[src/rtl/conv_seq_pkg.sv]
package conv_seq_pkg;

  typedef struct packed {
    logic interval;
    logic fast;
  } seq_mode_t;

  function automatic int max2(input int a, input int b);
    return (a > b) ? a : b;
  endfunction

endpackage

[src/rtl/seq_timer.sv]
module seq_timer
  import conv_seq_pkg::*;
#(
  parameter int NCH       = 4,
  parameter int SLOT_NORM = 40,
  parameter int SLOT_INTV = 60,
  parameter int PER_FAST  = 32768,
  parameter int PER_SLOW  = 131072
) (
  input  logic                                clk,
  input  logic                                stop,
  input  seq_mode_t                           mode,
  output logic [((NCH > 1) ? $clog2(NCH) : 1)-1:0] ch_o,
  output logic                                start_o,
  output logic                                done_o
);
  localparam int CW  = (NCH > 1) ? $clog2(NCH) : 1;
  localparam int SLW = $clog2(max2(SLOT_NORM, SLOT_INTV) + 1);
  localparam int PW  = $clog2(max2(PER_FAST, PER_SLOW) + 1);
  localparam logic [CW-1:0] CH_LAST = CW'(NCH - 1);

  logic [SLW-1:0] cnt, slot_last;
  logic [PW-1:0]  pcnt, per_last;
  logic [CW-1:0]  ch;
  logic           busy;

  always_comb begin
    slot_last = mode.interval ? SLW'(SLOT_INTV - 1) : SLW'(SLOT_NORM - 1);
    per_last  = mode.fast ? PW'(PER_FAST - 1) : PW'(PER_SLOW - 1);
  end

  assign ch_o    = ch;
  assign start_o = !stop && busy && (cnt == '0);
  assign done_o  = !stop && busy && (cnt == slot_last);

  always_ff @(posedge clk) begin
    if (stop) begin
      cnt  <= '0;
      ch   <= '0;
      pcnt <= '0;
      busy <= 1'b1;
    end else begin
      if (busy) begin
        if (cnt == slot_last) begin
          cnt <= '0;
          if (ch == CH_LAST) begin
            ch <= '0;
            if (mode.interval) busy <= 1'b0;
          end else begin
            ch <= ch + CW'(1);
          end
        end else begin
          cnt <= cnt + SLW'(1);
        end
      end
      if (mode.interval) begin
        if (pcnt >= per_last) begin
          pcnt <= '0;
          busy <= 1'b1;
        end else begin
          pcnt <= pcnt + PW'(1);
        end
      end else begin
        pcnt <= '0;
      end
    end
  end

  // after the last channel's slot the rotation returns to index 0
  assert_wrap_R1: assert property (@(posedge clk) disable iff (stop)
    (done_o && ch_o == CH_LAST) |=> (ch_o == '0));

  // every other slot end advances to the next channel index
  assert_step_R1: assert property (@(posedge clk) disable iff (stop)
    (done_o && ch_o != CH_LAST) |=> (ch_o == CW'($past(ch_o) + 1'b1)));

endmodule

[src/rtl/upd_delay.sv]
module upd_delay #(
  parameter int DLY = 10,
  parameter int CW  = 2
) (
  input  logic          clk,
  input  logic          stop,
  input  logic          fire,
  input  logic [CW-1:0] fire_ch,
  output logic          upd_o,
  output logic [CW-1:0] upd_ch_o
);
  localparam int DCW = $clog2(DLY + 1);

  logic [DCW-1:0] dcnt;
  logic [CW-1:0]  ch_q;

  assign upd_ch_o = ch_q;

  always_ff @(posedge clk) begin
    if (stop) begin
      dcnt  <= '0;
      upd_o <= 1'b0;
      ch_q  <= '0;
    end else begin
      upd_o <= (dcnt == DCW'(1));
      if (fire) begin
        dcnt <= DCW'(DLY);
        ch_q <= fire_ch;
      end else if (dcnt != '0) begin
        dcnt <= dcnt - DCW'(1);
      end
    end
  end

  // a new result never arrives while an earlier update is still pending
  assert_no_overlap_R5: assert property (@(posedge clk) disable iff (stop)
    fire |-> (dcnt == '0));

endmodule

[src/rtl/result_bank.sv]
module result_bank #(
  parameter int NCH = 4,
  parameter int DW  = 8,
  parameter int CW  = 2
) (
  input  logic              clk,
  input  logic              clear,
  input  logic              we,
  input  logic [CW-1:0]     wch,
  input  logic [DW-1:0]     wdata,
  output logic [NCH*DW-1:0] regs_o
);

  for (genvar i = 0; i < NCH; i++) begin : g_chan
    logic [DW-1:0] val;
    always_ff @(posedge clk) begin
      if (clear)                         val <= '1;
      else if (we && wch == CW'(i))      val <= wdata;
    end
    assign regs_o[i*DW +: DW] = val;
  end

  // without a write or a clear, every stored result is held
  assert_hold_R7: assert property (@(posedge clk) disable iff (clear)
    !we |=> $stable(regs_o));

  // a clear leaves every channel at all ones
  assert_clear_R8: assert property (@(posedge clk)
    clear |=> (regs_o == '1));

endmodule

[src/rtl/conv_sequencer.sv]
module conv_sequencer
  import conv_seq_pkg::*;
#(
  parameter int NCH       = 4,
  parameter int DW        = 8,
  parameter int SLOT_NORM = 40,
  parameter int SLOT_INTV = 60,
  parameter int UPD_DLY   = 10,
  parameter int PER_FAST  = 32768,
  parameter int PER_SLOW  = 131072,
  localparam int CW       = (NCH > 1) ? $clog2(NCH) : 1
) (
  input  logic              clk,
  input  logic              rst,
  input  logic              stop_n,
  input  logic              cfg_shutdown,
  input  logic              cfg_reset,
  input  logic              cfg_interval,
  input  logic              cfg_fast,
  input  logic [DW-1:0]     adc_result,
  output logic              adc_start,
  output logic [CW-1:0]     adc_chan,
  output logic              res_valid,
  output logic [CW-1:0]     res_chan,
  output logic [DW-1:0]     res_data,
  output logic              cmp_update,
  output logic [CW-1:0]     cmp_chan,
  output logic [NCH*DW-1:0] res_regs
);

  seq_mode_t     mode_cur, mode_q;
  logic          halt, stop;
  logic          start_c, done_c;
  logic [CW-1:0] ch;

  assign mode_cur = '{interval: cfg_interval, fast: cfg_fast};
  assign halt     = rst || !stop_n || cfg_reset;
  assign stop     = halt || cfg_shutdown || (mode_cur != mode_q);

  always_ff @(posedge clk) mode_q <= mode_cur;

  seq_timer #(
    .NCH(NCH), .SLOT_NORM(SLOT_NORM), .SLOT_INTV(SLOT_INTV),
    .PER_FAST(PER_FAST), .PER_SLOW(PER_SLOW)
  ) u_timer (
    .clk(clk), .stop(stop), .mode(mode_cur),
    .ch_o(ch), .start_o(start_c), .done_o(done_c)
  );

  upd_delay #(.DLY(UPD_DLY), .CW(CW)) u_upd (
    .clk(clk), .stop(stop), .fire(done_c), .fire_ch(ch),
    .upd_o(cmp_update), .upd_ch_o(cmp_chan)
  );

  result_bank #(.NCH(NCH), .DW(DW), .CW(CW)) u_bank (
    .clk(clk), .clear(halt), .we(done_c), .wch(ch),
    .wdata(adc_result), .regs_o(res_regs)
  );

  always_ff @(posedge clk) begin
    if (rst) begin
      adc_start <= 1'b0;
      adc_chan  <= '0;
      res_valid <= 1'b0;
      res_chan  <= '0;
      res_data  <= '0;
    end else begin
      adc_start <= start_c;
      adc_chan  <= ch;
      res_valid <= done_c;
      if (done_c) begin
        res_chan <= ch;
        res_data <= adc_result;
      end
    end
  end

  // any stop silences every strobe on the next cycle
  assert_quiet_R7: assert property (@(posedge clk) disable iff (rst)
    stop |=> (!adc_start && !res_valid && !cmp_update));

  // start is a single-cycle pulse
  assert_start_pulse_R2: assert property (@(posedge clk) disable iff (rst)
    adc_start |=> !adc_start);

  // the delayed refresh never coincides with a capture
  assert_upd_apart_R5: assert property (@(posedge clk) disable iff (rst)
    cmp_update |-> !res_valid);

  // leaving a stop begins again at channel index 0
  assert_restart_R10: assert property (@(posedge clk) disable iff (rst)
    (!stop && $past(stop)) |=> (adc_start && adc_chan == '0));

endmodule

[config.mk]
export PLATFORM = sky130hd
export DESIGN_NAME = conv_sequencer
export DESIGN_NICKNAME = d
export VERILOG_FILES = /design/src/rtl/conv_seq_pkg.sv /design/src/rtl/seq_timer.sv /design/src/rtl/upd_delay.sv /design/src/rtl/result_bank.sv /design/src/rtl/conv_sequencer.sv
export SDC_FILE = /design/constraint.sdc
export NUM_CORES = 1
export LEC_CHECK = 0
export CAP_MARGIN = 20
export CORE_MARGIN = 2
export CORE_UTILIZATION = 52
export CTS_CLUSTER_DIAMETER = 80
export DETAILED_ROUTE_END_ITERATION = 16
export PLACE_DENSITY = 0.78
export SKIP_CTS_REPAIR_TIMING = 1
export SYNTH_ARGS = -nofsm -noshare
export SYNTH_HDL_FRONTEND = slang
export SYNTH_SLANG_ARGS = --single-unit
[constraint.sdc]
create_clock -name clk -period 2.3 [get_ports clk]
set_clock_uncertainty 0.05 [all_clocks]
set_input_delay 0.46 -clock clk [delete_from_list [all_inputs] [get_ports clk]]
set_output_delay 0.46 -clock clk [all_outputs]
set_load 0.05 [all_outputs]
Word-level counts from Yosys, hierarchy flattened
Cells that the tools add are included.

$add $sub $neg: 4. Magnitude comparators: 1. Eq/ne operators: 6. Multiplexer cells: 12. Bitwise logic cells: 1. Reduce and logical (&&, ||, !) cells: 20.

Operators with widths (count): $add A18 B1 Y18 const B (1); $ge A18 B18 Y1 (1); $mux W17 (1); $mux W4 (2); $logic_and A1 B1 Y1 (7); $add A6 B1 Y6 const B (1); $eq A6 B6 Y1 (1); $logic_not A6 Y1 (1); $mux W1 (6); $mux W6 (1); $mux W5 (1); $eq A2 B2 Y1 const B (2); $eq A4 B1 Y1 const B (1); $logic_or A1 B1 Y1 (4); $reduce_bool A4 Y1 (1); $sub A4 B1 Y4 const B (1); $reduce_or A3 Y1 (1); $add A2 B1 Y2 const B (1); $eq A2 B1 Y1 const B (1); $logic_not A1 Y1 (2); $logic_not A2 Y1 (1); $mux W2 (1); $ne A2 B2 Y1 (1); $reduce_and A2 Y1 (1); other kinds (3) (3).

Register bits: 82. Input bits: 15. Logic and storage cells: 63.

Logic depth before layout (Yosys ltp)
Word-level depth: 9. Gate-level depth with buffers: 6.

By module
From an unflattened synthesis, not the netlist that was laid out.

Cells, all modules: 330. Area total of the unflattened synthesis: 3275.6 µm².

Modules (own cells, without submodules): seq_timer (instances 1, cells each 144, area an instance 1307.5 µm², sequential area each 540.5 µm²); result_bank (instances 1, cells each 115, area an instance 1176.1 µm², sequential area each 640.6 µm²); conv_sequencer (instances 1, cells each 46, area an instance 531.8 µm², sequential area each 320.3 µm²); upd_delay (instances 1, cells each 25, area an instance 260.2 µm², sequential area each 140.1 µm²).

Least setup slack after synthesis
No wires, ideal clock.

Kind: reg2reg. From: reg u_timer.pcnt[0]. To: reg u_timer.pcnt[12]. Setup time: 0.115 ns. Arrival: 1.786 ns. Data required time: 2.135 ns. Slack: 0.349 ns. Stages on the path, launching flop included: 7. Buffers on the path: 1. Clock period less this slack: 1.951 ns. Cell sequence: dfxtp_1 > ha_1 > nand4_2 > or4_4 > o211ai_4 > buf_6 > nor2_1.

Cells in the longest elaborated chain, start to end: 2. Elaborated cells on any way between the ends: 3. Classes of those cells: add/sub (1); order compare (1); reduce/logical (1).

RTL lines: start: declaration (line seq_timer.sv:23) `logic [PW-1:0] pcnt, per_last;`; start signal: assignment (line seq_timer.sv:61) `pcnt <= pcnt + PW'(1);`; $ge A18 B18 Y1 (line seq_timer.sv:57) `if (pcnt >= per_last) begin`; $reduce_or A3 Y1 (no line).

Parallel ways exist; a longest one is shown, timed or not. A chain may end at the register's enable or synchronous reset.

Worst setup path in the final report
From: reg u_timer.pcnt[1]. To: reg u_timer.pcnt[10].

Same word-level chain as after synthesis.

==> results.cfg <==
[outcome]
status = complete, no violations

[placed_design]
dpl.hpwl_microns = 5820
gp_congestion = 0.818
dp.cells = 516
placement.io_buffers = 63
dp_slack_ps = -34.7

[sta]
rsz0062_at_grt = no
fin_crit_sh_pct = 94.1
fin_tns_setup_ps = 0
fin_crit_ps = 2170
worst_pin_slew_ps = 507
final_hold_viol_count = 0
max_slew_margin_pct = 66.1
setup_violations = 0
finalMaxSlewViolations = 0
worst_slack_ps = 135
timing.fmax_mhz = 462

[logic_synthesis]
ys_ff_latch = 82
syn_area_per_cell_sq_um = 8.94
yosysSeqAreaShare_pct = 46.9
synth_edf_count = 0
synthCells = 392
synth.net_count = 416
synth_flop_cell = dfxtp_1
yosysWarnings = 0
syn-cell-area_sq_mm = 0.00350
ys_async_sr_fraction_pct = 0
synth_cell_types = 39

[detailed_routing]
dr.pass1.iters = 6
post_drt_via_cell_ratio = 6.07
post_drt_wl_per_cell_microns = 16.2
drc = 0
drt-initial-drc-count = 268
vias = 3229
ant_nets = 0
wirelength_microns = 8590

[clocking]
numCtsBuffers = 9
clkTransAtPathRegs_ps = 90
cts_root_buf = clkbuf_8
htreeDepth = 3
clock-sinks = 82
cts_buffer_depth = 2
cts_tree = yes
worstSkewPairLatency_ps = 360

[critical_path]
startpoint_type = flip-flop
reg2reg_slack_ps = 130
timing.rr.end = u_timer.pcnt[10]$_SDFF_PP0_
crit_family = simple AND/OR/NAND/NOR gates
arrival_ps = 2340
path_buf_inv = 0
crit_path_end_kind = flip-flop
critPathMaxFanout = 17
crit_type = reg -> reg
r2r-start = u_timer.pcnt[1]$_SDFF_PP0_
path_depth = 5
r2r_cells = 5
crit_path_top_delay_cell = or4_4
required_ps = 2480
critPathMaxStageDelay_ps = 610
cp_cell_sequence = ha_1, nand4_2, or4_4, o211ai_4, nor2_1

[global_routing]
met1_usage_pct = 34.1
grt_pass1_wl_microns = 14300
grtUsageTotal_pct = 24.1
grt_pass1_vias = 2901
grt_util_met3_pct = 6.16
grt_max_degree = 47
grt.busiest_layer = met2
antenna_found_initial = 0
met2_usage_pct = 36.6
grt_overflow = 0

[floorplanning]
fp.dieH_microns = 86.1
rows = 29
die_w_microns = 86.1
num_io_pins = 64
core_area_sq_mm = 0.00642
die_area_sq_mm = 0.00741
floorplan.initialDensity_pct = 54.5

[run]
drv_cap = 0

[power]
clock_power_share_pct = 40.6
p_per_area_mw_per_mm2 = 564
p_int_mw = 1.96
p_sw_share_pct = 22.6
vdd_drop_max_v = 0.000442
power_frac_seq_pct = 56.1
p_total_mw = 2.53
total_leakage_power_nw = 1.50
power_switching_mw = 0.573
combPwrFrac_pct = 3.3

[cells_and_area]
fin_cells = 532
nets = 474
nFillCells = 538
final_layout_size_suffix_gt1_share_pct = 8.13
finish.utilization_pct = 69.9
diodes = 0
syn_to_final_growth_pct = 28.2

[worst_hold_path]
holdCritStartpoint = res_data[5]$_SDFFE_PP0P_
hold_class = reg -> reg
hold_path_end = res_data[5]$_SDFFE_PP0P_
whs_path_depth = 2
-- stage by stage --
step | hold WS (ps) | cell area [sq um]
after floorplan | 391 | 3500
after global placement | 401 | 4300
after detailed placement | 414 | 4300
after CTS | 431 | 4490
after global routing | 449 | 4490
final | 428 | 4490
-- cell usage after synthesis (2+ instances only) --
cell type,n,share of area (%)
o21ai_0,15,2.1
and4_1,2,0.50
dfxtp_1,82,47
xor2_1,6,1.5
a211oi_1,2,0.43
clkbuf_1,21,2.3
a21oi_1,21,3.0
nand3_1,49,7.0
a31oi_1,2,0.36
and3_1,5,0.89
ha_1,9,3.2
nand4_1,37,6.6
buf_2,8,1.1
o31ai_1,33,7.1
nor4_1,4,0.71
nor2_1,26,2.8
inv_1,12,1.3
nand3b_1,2,0.43
nand2_1,18,1.9
nor3_1,8,1.1
xnor2_1,12,3.0
-- placed cells by master (no fill, tap or decap), types with 2 or more instances in the layout --
master            n
dfxtp_1          82
clkdlybuf4s50_1  63
nand3_1          49
nand4_1          37
o31ai_1          33
nor2_1           26
a21oi_1          21
nand2_1          18
o21ai_0          15
inv_1            12
xnor2_1          12
ha_1              9
clkbuf_8          9
nor3_1            8
buf_4             8
xor2_1            6
buf_12            6
and3_1            5
nor4_1            4
nand3b_1          2
a211oi_1          2
and4_1            2
a31oi_1           2
clkinv_2          2
-- worst max-delay path by stage --
| stage | from | to | slack [ps] |
|---|---|---|---|
| 3_5_place_dp | cfg_interval | u_bank.g_chan[1].val[2]$_SDFFE_PP1P_ | -30 |
| 4_1_cts | u_timer.pcnt[1]$_SDFF_PP0_ | u_timer.pcnt[10]$_SDFF_PP0_ | 120 |
| 3_3_place_gp | cfg_interval | u_timer.busy$_SDFF_PP1_ | 30 |
| 2_1_floorplan | u_timer.pcnt[0]$_SDFF_PP0_ | u_timer.pcnt[12]$_SDFF_PP0_ | 350 |
| 6_report | u_timer.pcnt[1]$_SDFF_PP0_ | u_timer.pcnt[10]$_SDFF_PP0_ | 130 |
| 5_1_grt | u_timer.pcnt[1]$_SDFF_PP0_ | u_timer.pcnt[11]$_SDFF_PP0_ | 6 |
-- layout make-up --
cell class | count | area (sq um) | share of cell area [%]
Clock buffer | 10 | 128 | 2.84
Clock inverter | 6 | 65.1 | 1.45
Inverter | 13 | 48.8 | 1.09
Multi-Input combinational cell | 267 | 1700 | 37.9
Sequential cell | 82 | 1640 | 36.6
Tap cell | 77 | 96.3 | 2.15
Timing Repair Buffer | 77 | 811 | 18.1
-- cells by family after synthesis --
kind of cell,after synthesis,synth area share (%)
and+or+nand+nor,161,25.2
DFF,82,46.9
AOI/OAI and AO/OA,78,14.9
buffers and inverters,43,5.11
xor gates and xnor gates,18,4.50
adders and majority gates,9,3.21
muxes,1,0.286
-- worst min-delay path, delay by kind of cell, from the launching register on --
family,cells,cell delay (ps)
DFF,1,310
AOI/OAI and AO/OA,2,120
-- metal layers --
metal / vias up / wire [microns]
met3: 12 / 469
met5: - / 0
met2: 100 / 4140
li1: 1563 / -
met1: 1554 / 3860
met4: 0 / 126
-- power by group through the flow --
stage	Clock, mW	Combinational, mW	Sequential, mW
6_report	1.03	0.0827	1.42
5_1_grt	1.11	0.0872	1.42
4_1_cts	1.05	0.0816	1.42
3_5_place_dp	0	0.0816	1.46
3_3_place_gp	0	0.0810	1.46
2_1_floorplan	0	0.0261	1.46
-- state kept, by name, indices dropped and copies added, names as in the netlist --
| register | cells |
|---|---|
| u_upd.dcnt | 4 |
| u_timer.busy | 1 |
| res_chan | 2 |
| u_upd.upd_o | 1 |
| u_timer.pcnt | 18 |
| adc_chan | 2 |
| mode_q | 2 |
| u_timer.ch_o | 2 |
| u_bank.g_chan.val | 32 |
| res_data | 8 |
| res_valid | 1 |
| adc_start | 1 |
| u_upd.upd_ch_o | 2 |
| u_timer.cnt | 6 |
Note: power is estimated with default switching activity, not from simulation.
